<file path="config.mk">
export PLATFORM = sky130hd
export DESIGN_NAME = trap_return_unit
export DESIGN_NICKNAME = d
export VERILOG_FILES = /design/src/rtl/trap_ret_pkg.sv /design/src/rtl/tr_status_legalize.sv /design/src/rtl/tr_ctrl.sv /design/src/rtl/tr_datapath.sv /design/src/rtl/trap_return_unit.sv
export SDC_FILE = /design/constraint.sdc
export NUM_CORES = 1
export LEC_CHECK = 0
export BUFFER_PORTS_ARGS = -buffer_cell sky130_fd_sc_hd__buf_4
export CAP_MARGIN = 20
export CORE_MARGIN = 1
export CORE_UTILIZATION = 40
export CTS_CLUSTER_DIAMETER = 150
export DETAILED_ROUTE_END_ITERATION = 10
export MAX_ROUTING_LAYER = met4
export PLACE_DENSITY_LB_ADDON = 0.05
export SLEW_MARGIN = 20
export SYNTH_ARGS = -nofsm -noshare
export SYNTH_HDL_FRONTEND = slang
export SYNTH_HIERARCHICAL = 1
export SYNTH_SLANG_ARGS = --single-unit
</file>
<file path="constraint.sdc">
create_clock -name clk -period 2.6 [get_ports clk]
set_clock_uncertainty 0.2 [all_clocks]
set_input_delay 0.26 -clock clk [delete_from_list [all_inputs] [get_ports clk]]
set_output_delay 0.26 -clock clk [all_outputs]
set_load 0.02 [all_outputs]
</file>
<file path="src/rtl/trap_ret_pkg.sv">
package trap_ret_pkg;

  typedef enum logic [1:0] {
    PRIV_U = 2'd0,
    PRIV_S = 2'd1,
    PRIV_H = 2'd2,
    PRIV_M = 2'd3
  } privLevel_t;

  // status word field positions
  localparam int SIE_BIT  = 1;
  localparam int MIE_BIT  = 3;
  localparam int SPIE_BIT = 5;
  localparam int MPIE_BIT = 7;
  localparam int SPP_BIT  = 8;
  localparam int MPP_LO   = 11;
  localparam int FS_LO    = 13;
  localparam int XS_LO    = 15;

  localparam int CAUSE_W = 4;
  localparam logic [CAUSE_W-1:0] CAUSE_MISALIGN = 4'd0;
  localparam logic [CAUSE_W-1:0] CAUSE_ILLEGAL  = 4'd2;

  typedef struct packed {
    logic               commit;
    logic               raiseExc;
    logic               useSret;
    logic [CAUSE_W-1:0] cause;
  } retStrobes_t;

endpackage

</file>
<file path="src/rtl/tr_status_legalize.sv">
module tr_status_legalize
  import trap_ret_pkg::*;
#(
  parameter int XLEN           = 32,
  parameter bit FORCE_FS_DIRTY = 1'b1
) (
  input  logic [XLEN-1:0] rawStatus,
  output logic [XLEN-1:0] legalStatus
);
  localparam int SD_BIT = XLEN - 1;

  logic [1:0] fsField;

  generate
    if (FORCE_FS_DIRTY) begin : g_fsForce
      always_comb fsField = (rawStatus[FS_LO +: 2] != 2'b00) ? 2'b11 : 2'b00;
    end else begin : g_fsPass
      always_comb fsField = rawStatus[FS_LO +: 2];
    end
  endgenerate

  always_comb begin
    legalStatus               = rawStatus;
    legalStatus[FS_LO +: 2]   = fsField;
    legalStatus[SD_BIT]       = (fsField == 2'b11) || (rawStatus[XS_LO +: 2] == 2'b11);
  end

endmodule

</file>
<file path="src/rtl/tr_ctrl.sv">
module tr_ctrl
  import trap_ret_pkg::*;
(
  input  logic        retValid,
  input  logic        retIsSret,
  input  privLevel_t  curPriv,
  input  logic [1:0]  targetLow,
  input  logic        hasCompressed,
  output retStrobes_t strobes
);
  logic privOk;
  logic misaligned;

  always_comb begin
    privOk     = retIsSret ? (curPriv >= PRIV_S) : (curPriv == PRIV_M);
    misaligned = !hasCompressed && (targetLow != 2'b00);

    strobes.useSret  = retIsSret;
    strobes.commit   = retValid && privOk && !misaligned;
    strobes.raiseExc = retValid && (!privOk || misaligned);
    strobes.cause    = privOk ? CAUSE_MISALIGN : CAUSE_ILLEGAL;
  end

endmodule

</file>
<file path="src/rtl/tr_datapath.sv">
module tr_datapath
  import trap_ret_pkg::*;
#(
  parameter int XLEN           = 32,
  parameter bit FORCE_FS_DIRTY = 1'b1
) (
  input  logic               clk,
  input  logic               rstN,
  input  retStrobes_t        strobes,
  input  logic [XLEN-1:0]    mstatusIn,
  input  logic [XLEN-1:0]    mepcIn,
  input  logic [XLEN-1:0]    sepcIn,
  output logic [XLEN-1:0]    retTarget,
  output logic [XLEN-1:0]    pcQ,
  output privLevel_t         privQ,
  output logic [XLEN-1:0]    statusQ,
  output logic               doneQ,
  output logic               excQ,
  output logic [CAUSE_W-1:0] causeQ
);
  localparam int SD_BIT = XLEN - 1;

  logic [XLEN-1:0] stagedStatus;
  logic [XLEN-1:0] legalStatus;
  privLevel_t      rawPriv;
  privLevel_t      nextPriv;

  always_comb begin
    retTarget    = strobes.useSret ? sepcIn : mepcIn;
    stagedStatus = mstatusIn;
    if (strobes.useSret) begin
      rawPriv                  = privLevel_t'({1'b0, mstatusIn[SPP_BIT]});
      stagedStatus[SIE_BIT]    = mstatusIn[SPIE_BIT];
      stagedStatus[SPIE_BIT]   = 1'b0;
      stagedStatus[SPP_BIT]    = 1'b0;
    end else begin
      rawPriv                  = privLevel_t'(mstatusIn[MPP_LO +: 2]);
      stagedStatus[MIE_BIT]    = mstatusIn[MPIE_BIT];
      stagedStatus[MPIE_BIT]   = 1'b0;
      stagedStatus[MPP_LO +: 2] = 2'b00;
    end
    nextPriv = (rawPriv == PRIV_H) ? PRIV_U : rawPriv;
  end

  tr_status_legalize #(
    .XLEN           (XLEN),
    .FORCE_FS_DIRTY (FORCE_FS_DIRTY)
  ) uLegal (
    .rawStatus   (stagedStatus),
    .legalStatus (legalStatus)
  );

  always_ff @(posedge clk) begin
    if (!rstN) begin
      pcQ     <= '0;
      privQ   <= PRIV_M;
      statusQ <= '0;
      doneQ   <= 1'b0;
      excQ    <= 1'b0;
      causeQ  <= '0;
    end else begin
      doneQ <= strobes.commit;
      excQ  <= strobes.raiseExc;
      if (strobes.raiseExc) causeQ <= strobes.cause;
      if (strobes.commit) begin
        pcQ     <= retTarget;
        privQ   <= nextPriv;
        statusQ <= legalStatus;
      end
    end
  end

  AST_EXC_KEEPS_STATE: assert property (@(posedge clk) disable iff (!rstN)
    excQ |-> ($stable(pcQ) && $stable(privQ) && $stable(statusQ))) else $error("AST_EXC_KEEPS_STATE");

  AST_NO_HYP_LEVEL: assert property (@(posedge clk) disable iff (!rstN)
    privQ != PRIV_H) else $error("AST_NO_HYP_LEVEL");

  AST_SD_SUMMARY: assert property (@(posedge clk) disable iff (!rstN)
    doneQ |-> (statusQ[SD_BIT] == ((statusQ[FS_LO +: 2] == 2'b11) || (statusQ[XS_LO +: 2] == 2'b11))))
    else $error("AST_SD_SUMMARY");

  AST_MRET_ENABLE: assert property (@(posedge clk) disable iff (!rstN)
    (doneQ && !$past(strobes.useSret)) |->
      (statusQ[MIE_BIT] == $past(mstatusIn[MPIE_BIT]) && !statusQ[MPIE_BIT] && statusQ[MPP_LO +: 2] == 2'b00))
    else $error("AST_MRET_ENABLE");

  AST_SRET_ENABLE: assert property (@(posedge clk) disable iff (!rstN)
    (doneQ && $past(strobes.useSret)) |->
      (statusQ[SIE_BIT] == $past(mstatusIn[SPIE_BIT]) && !statusQ[SPIE_BIT] && !statusQ[SPP_BIT]))
    else $error("AST_SRET_ENABLE");

  generate
    if (FORCE_FS_DIRTY) begin : g_fsCheck
      AST_FS_OFF_OR_DIRTY: assert property (@(posedge clk) disable iff (!rstN)
        doneQ |-> (statusQ[FS_LO +: 2] == 2'b00 || statusQ[FS_LO +: 2] == 2'b11))
        else $error("AST_FS_OFF_OR_DIRTY");
    end
  endgenerate

endmodule

</file>
<file path="src/rtl/trap_return_unit.sv">
module trap_return_unit
  import trap_ret_pkg::*;
#(
  parameter int XLEN           = 32,
  parameter bit FORCE_FS_DIRTY = 1'b1
) (
  input  logic               clk,
  input  logic               rstN,
  input  logic               retValid,
  input  logic               retIsSret,
  input  logic [1:0]         curPriv,
  input  logic [XLEN-1:0]    mstatusIn,
  input  logic [XLEN-1:0]    mepcIn,
  input  logic [XLEN-1:0]    sepcIn,
  input  logic               hasCompressed,
  output logic [XLEN-1:0]    newPc,
  output logic [1:0]         newPriv,
  output logic [XLEN-1:0]    mstatusOut,
  output logic               retCommit,
  output logic               excValid,
  output logic [CAUSE_W-1:0] excCause
);
  retStrobes_t     strobes;
  logic [XLEN-1:0] retTarget;
  privLevel_t      privQ;

  tr_ctrl uCtrl (
    .retValid      (retValid),
    .retIsSret     (retIsSret),
    .curPriv       (privLevel_t'(curPriv)),
    .targetLow     (retTarget[1:0]),
    .hasCompressed (hasCompressed),
    .strobes       (strobes)
  );

  tr_datapath #(
    .XLEN           (XLEN),
    .FORCE_FS_DIRTY (FORCE_FS_DIRTY)
  ) uData (
    .clk       (clk),
    .rstN      (rstN),
    .strobes   (strobes),
    .mstatusIn (mstatusIn),
    .mepcIn    (mepcIn),
    .sepcIn    (sepcIn),
    .retTarget (retTarget),
    .pcQ       (newPc),
    .privQ     (privQ),
    .statusQ   (mstatusOut),
    .doneQ     (retCommit),
    .excQ      (excValid),
    .causeQ    (excCause)
  );

  assign newPriv = privQ;

  AST_MRET_NEEDS_M: assert property (@(posedge clk) disable iff (!rstN)
    (retValid && !retIsSret && curPriv != 2'd3) |=> (excValid && excCause == CAUSE_ILLEGAL))
    else $error("AST_MRET_NEEDS_M");

  AST_SRET_FROM_USER: assert property (@(posedge clk) disable iff (!rstN)
    (retValid && retIsSret && curPriv == 2'd0) |=> (excValid && excCause == CAUSE_ILLEGAL))
    else $error("AST_SRET_FROM_USER");

  AST_SINGLE_OUTCOME: assert property (@(posedge clk) disable iff (!rstN)
    !(retCommit && excValid)) else $error("AST_SINGLE_OUTCOME");

  AST_IDLE_QUIET: assert property (@(posedge clk) disable iff (!rstN)
    !retValid |=> (!retCommit && !excValid && $stable(newPc) && $stable(mstatusOut)))
    else $error("AST_IDLE_QUIET");

endmodule

</file>
# ---- Word level (Yosys, flattened, before mapping)
# Index checks and enable logic that the tools add are counted.
dict set report word_totals {
  register_bits 72
  inputBits 103
  out_inout_bits 72
}
dict set report classes {
  order_cmp 1
  eq_ne 4
  n_mux 12
  n_reduce_logical 11
}
# op n
set op_table {}
lappend op_table {{32-bit two-way mux} 1}
lappend op_table {{2-bit two-way mux} 5}
lappend op_table {{2-bit == test (second input constant)} 4}
lappend op_table {{1-bit two-way mux} 6}
lappend op_table {{1-bit logical AND} 4}
lappend op_table {{2-bit nonzero test} 2}
lappend op_table {{1-bit zero test} 3}
lappend op_table {{2-bit by 1-bit >= comparator with 1-bit output (second input constant)} 1}
lappend op_table {{1-bit logical OR} 2}

# ---- Depth between registers and ports, before layout
dict set report depth {
  word_depth 5
  mapped_depth 11
  ltp_nobuf 5
}

# ---- Hierarchy
# Netlist, hierarchy kept.
# module instances cells_per_inst area_each_um2 seq_area_each_um2
set modules_own_cells {}
lappend modules_own_cells {tr_datapath 1 281 3298.2 1441.4}
lappend modules_own_cells {tr_status_legalize 1 32 240.2 0.0}
lappend modules_own_cells {tr_ctrl 1 10 70.1 0.0}

# ---- Worst setup path before layout
# No wires, ideal clock.
dict set report synth_timing {
  path_kind {input to register}
  from {in retIsSret}
  to {reg uData.pcQ[20]}
  setup_ns 0.115
  t_arrival_ns 1.953
  setup_slack_ns 0.332
  cell_stages 11
  path_buffers 6
  cell_sequence {buf_4 buf_6 buf_12 mux2_4 o21bai_1 and3_1 buf_2 buf_6 inv_1 buf_6 o21ba_1}
}
# element line
set synth_rtl {}
lappend synth_rtl {{start, declared} trap_return_unit.sv:10} ;# input logic retIsSret,
lappend synth_rtl {{end signal, assigned} tr_datapath.sv:66} ;# pcQ <= retTarget;
lappend synth_rtl {{end, declared} tr_datapath.sv:14} ;# output logic [XLEN-1:0] pcQ,

==> metrics.yaml <==
post_cts_resized: 0
ant_nets: 0
ys_ff_latch: 72
placementRows: 34
hold_buffers: 22
fillCellCount: 781
viasPerCell: 4.564
synth_top_area_share_pct: 39.94
final_cell_mix: "buf_4, dfxtp_1, nor2b_1, mux2i_1"
placed_cells: 552
drt_first_pass_iters: 5
grt_pass1_wl_mm: 13.34
crit_type: "in -> reg"
maxSlewHeadroom_pct: 60.93
cts_tree: "built"
port_buffers: 173
required_ns: 2.67
clk_path_buf_depth: 2
arrival_ns: 2.21
max_stage_delay_ns: 0.56
leakagePower_nw: 2.417
cts_setup_buffers: 0
initial_core_util_pct: 41.38
globalplace.congestion: 0.6895
max_cap_violations: 0
setup_viol: 0
syn_area_per_cell_um2: 11.17
antenna_found_initial: 0
hold_path.class: "in -> reg"
grt_max_degree: 73
cts.clk_slew.worst_paths_ns: 0.08
r2r_cells: 2
antenna_cells: 0
synth_warnings: 6
die_x_um: 96.98
seq_area_frac_synth_pct: 39.94
layoutNonFillerInstCount: 589
cts.sinks: 72
utilization_pct: 58.18
synth_cells: 323
via_count: 2688
clk_latency_ns: 0.33
hold_depth: 3
worst_pin_slew_ns: 0.5860
groute.usage.overall_pct: 18.10
yosysTopAreaCell: "dfxtp_1"
drcViolationCount: 0
p_per_area_nw_per_um2: 520.3
synth.distinct_cells: 28
path_cells: "buf_4, mux2_4, o21bai_1, and3_2, buf_12, nand4b_1, dlygate4sd3_1, nand3_1"
die_h_um: 96.98
io_pins: 175
end_kind: "register"
dieArea_um2: 9405
tns_ns: 0
multi_input_area_um2: 1710
post-route-period-util_pct: 82.04
seq_area_um2: 1441
final_common_cell: "buf_4"
timing.fmax_ghz: 0.4688
drv_slew: 0
finalWirelength_mm: 8.039
cts_root_buf: "clkbuf_8"
peakVddDrop_uv: 216.9
cts_buffers: 9
h-tree-depth: 3
finalNetCount: 580
core_area_um2: 8721
min_period_ns: 2.133
startpoint_type: "input port"
overflow: 0
drive_gt1_share_pct: 47.61
cp_slowest_cell: "dlygate4sd3_1"
dpl.hpwl_mm: 5.468
hold_viol: 0
worstPathMaxFanout: 27
grt_pass1_vias: 2737
rsz0062_at_grt: "false"
syn-cell-area_um2: 3608
wl_per_cell_um: 13.65
area_delta_synth_final_pct: 40.60
drt_iter0_drc: 70
synth_area_leaders: "dfxtp_1, mux2_4, mux2i_1, o21ba_1, buf_4"
status: "finished, final reports clean"
==> synthesized netlist by cell type <==
master,instances
maj3_2,1
buf_4,35
nor2_1,1
nand2b_1,1
o21bai_1,1
mux2i_1,37
or2_1,1
a211o_1,1
buf_12,3
nand3_1,1
mux2_2,3
o21ai_0,32
o21ba_1,32
and3_1,1
clkbuf_1,10
a21boi_1,1
buf_6,7
inv_1,2
conb_1,1
a22oi_1,1
dfxtp_1,72
buf_1,1
clkbuf_2,1
mux2_4,31
nor2b_1,38
and2_1,5
buf_2,2
nand4b_1,1
==> registers in the layout, summed over array words and instances (netlist names) <==
register,count
uData/pcQ,32
uData/statusQ,32
uData/causeQ,4
uData/privQ,2
uData/doneQ,1
uData/excQ,1
==> stage by stage <==
| stage | area [um2] | hold slack, ns | worst slack (ns) | total power, mW |
|---|---|---|---|---|
| finish | 5074 | 0.01540 | 0.4669 | 2.640 |
| global route | 5074 | 0.007341 | 0.3697 | 2.785 |
| CTS | 5074 | 0.002866 | 0.4795 | 2.682 |
| detailed placement | 4668 | 0.2673 | 0.4781 | 1.804 |
| global placement | 4668 | 0.2677 | 0.5291 | 1.794 |
| floorplan | 3616 | 0.2368 | 0.3323 | 1.593 |
==> layout make-up <==
| type | instances | share of cell area [%] |
|---|---|---|
| Inverter | 2 | 0.1480 |
| Tap cell | 108 | 2.663 |
| Clock inverter | 6 | 1.208 |
| Sequential cell | 72 | 28.41 |
| Timing Repair Buffer | 200 | 31.42 |
| Multi-Input combinational cell | 192 | 33.71 |
| Clock buffer | 9 | 2.441 |
==> cells by family (layout without fill, tap and decap cells) <==
family                   count (synthesis)  in the layout  synth area share, %
multiplexers                            71             71                24.10
AO/OA/AOI/OAI                           68             68                14.18
other                                    1              3               0.1039
adder cells (fa/ha/maj)                  1              1               0.3120
AND/OR/NAND/NOR                         49             49                8.461
flip-flops                              72             72                39.94
buffers and inverters                   61            217                12.90
==> worst max-delay path, delay by kind of cell <==
kind,cells,cell delay (ns)
compound gates,1,0.19
buf+inv,3,0.95
mux,1,0.32
simple gates,3,0.48
==> worst paths after layout <==
check / start / endpoint / slack, ns
max: retIsSret / uData/privQ[1]$_SDFFE_PN1P_ / 0.47
min: mstatusIn[15] / uData/statusQ[15]$_SDFFE_PN0P_ / 0.02
max reg2reg: uData/pcQ[20]$_SDFFE_PN0P_ / uData/pcQ[20]$_SDFFE_PN0P_ / 1.63
min reg2reg: uData/privQ[1]$_SDFFE_PN1P_ / uData/privQ[1]$_SDFFE_PN1P_ / 0.29
==> power by group <==
group / internal (mW) / switching [mW] / leakage [nW]
sequential: 1.17 / 0.0300 / 0.589
clock: 0.434 / 0.407 / 0.0948
combinational: 0.351 / 0.250 / 1.73
total: 1.95 / 0.688 / 2.42
==> per-layer routing <==
layer	vias up	global-route usage, %	wire length [um]
li1	1371	-	-
met1	1211	22.77	3685
met5	-	-	0
met2	98	28.49	3827
met3	8	4.046	442
met4	0	6.544	84
Note: power is estimated with default switching activity, not from simulation.
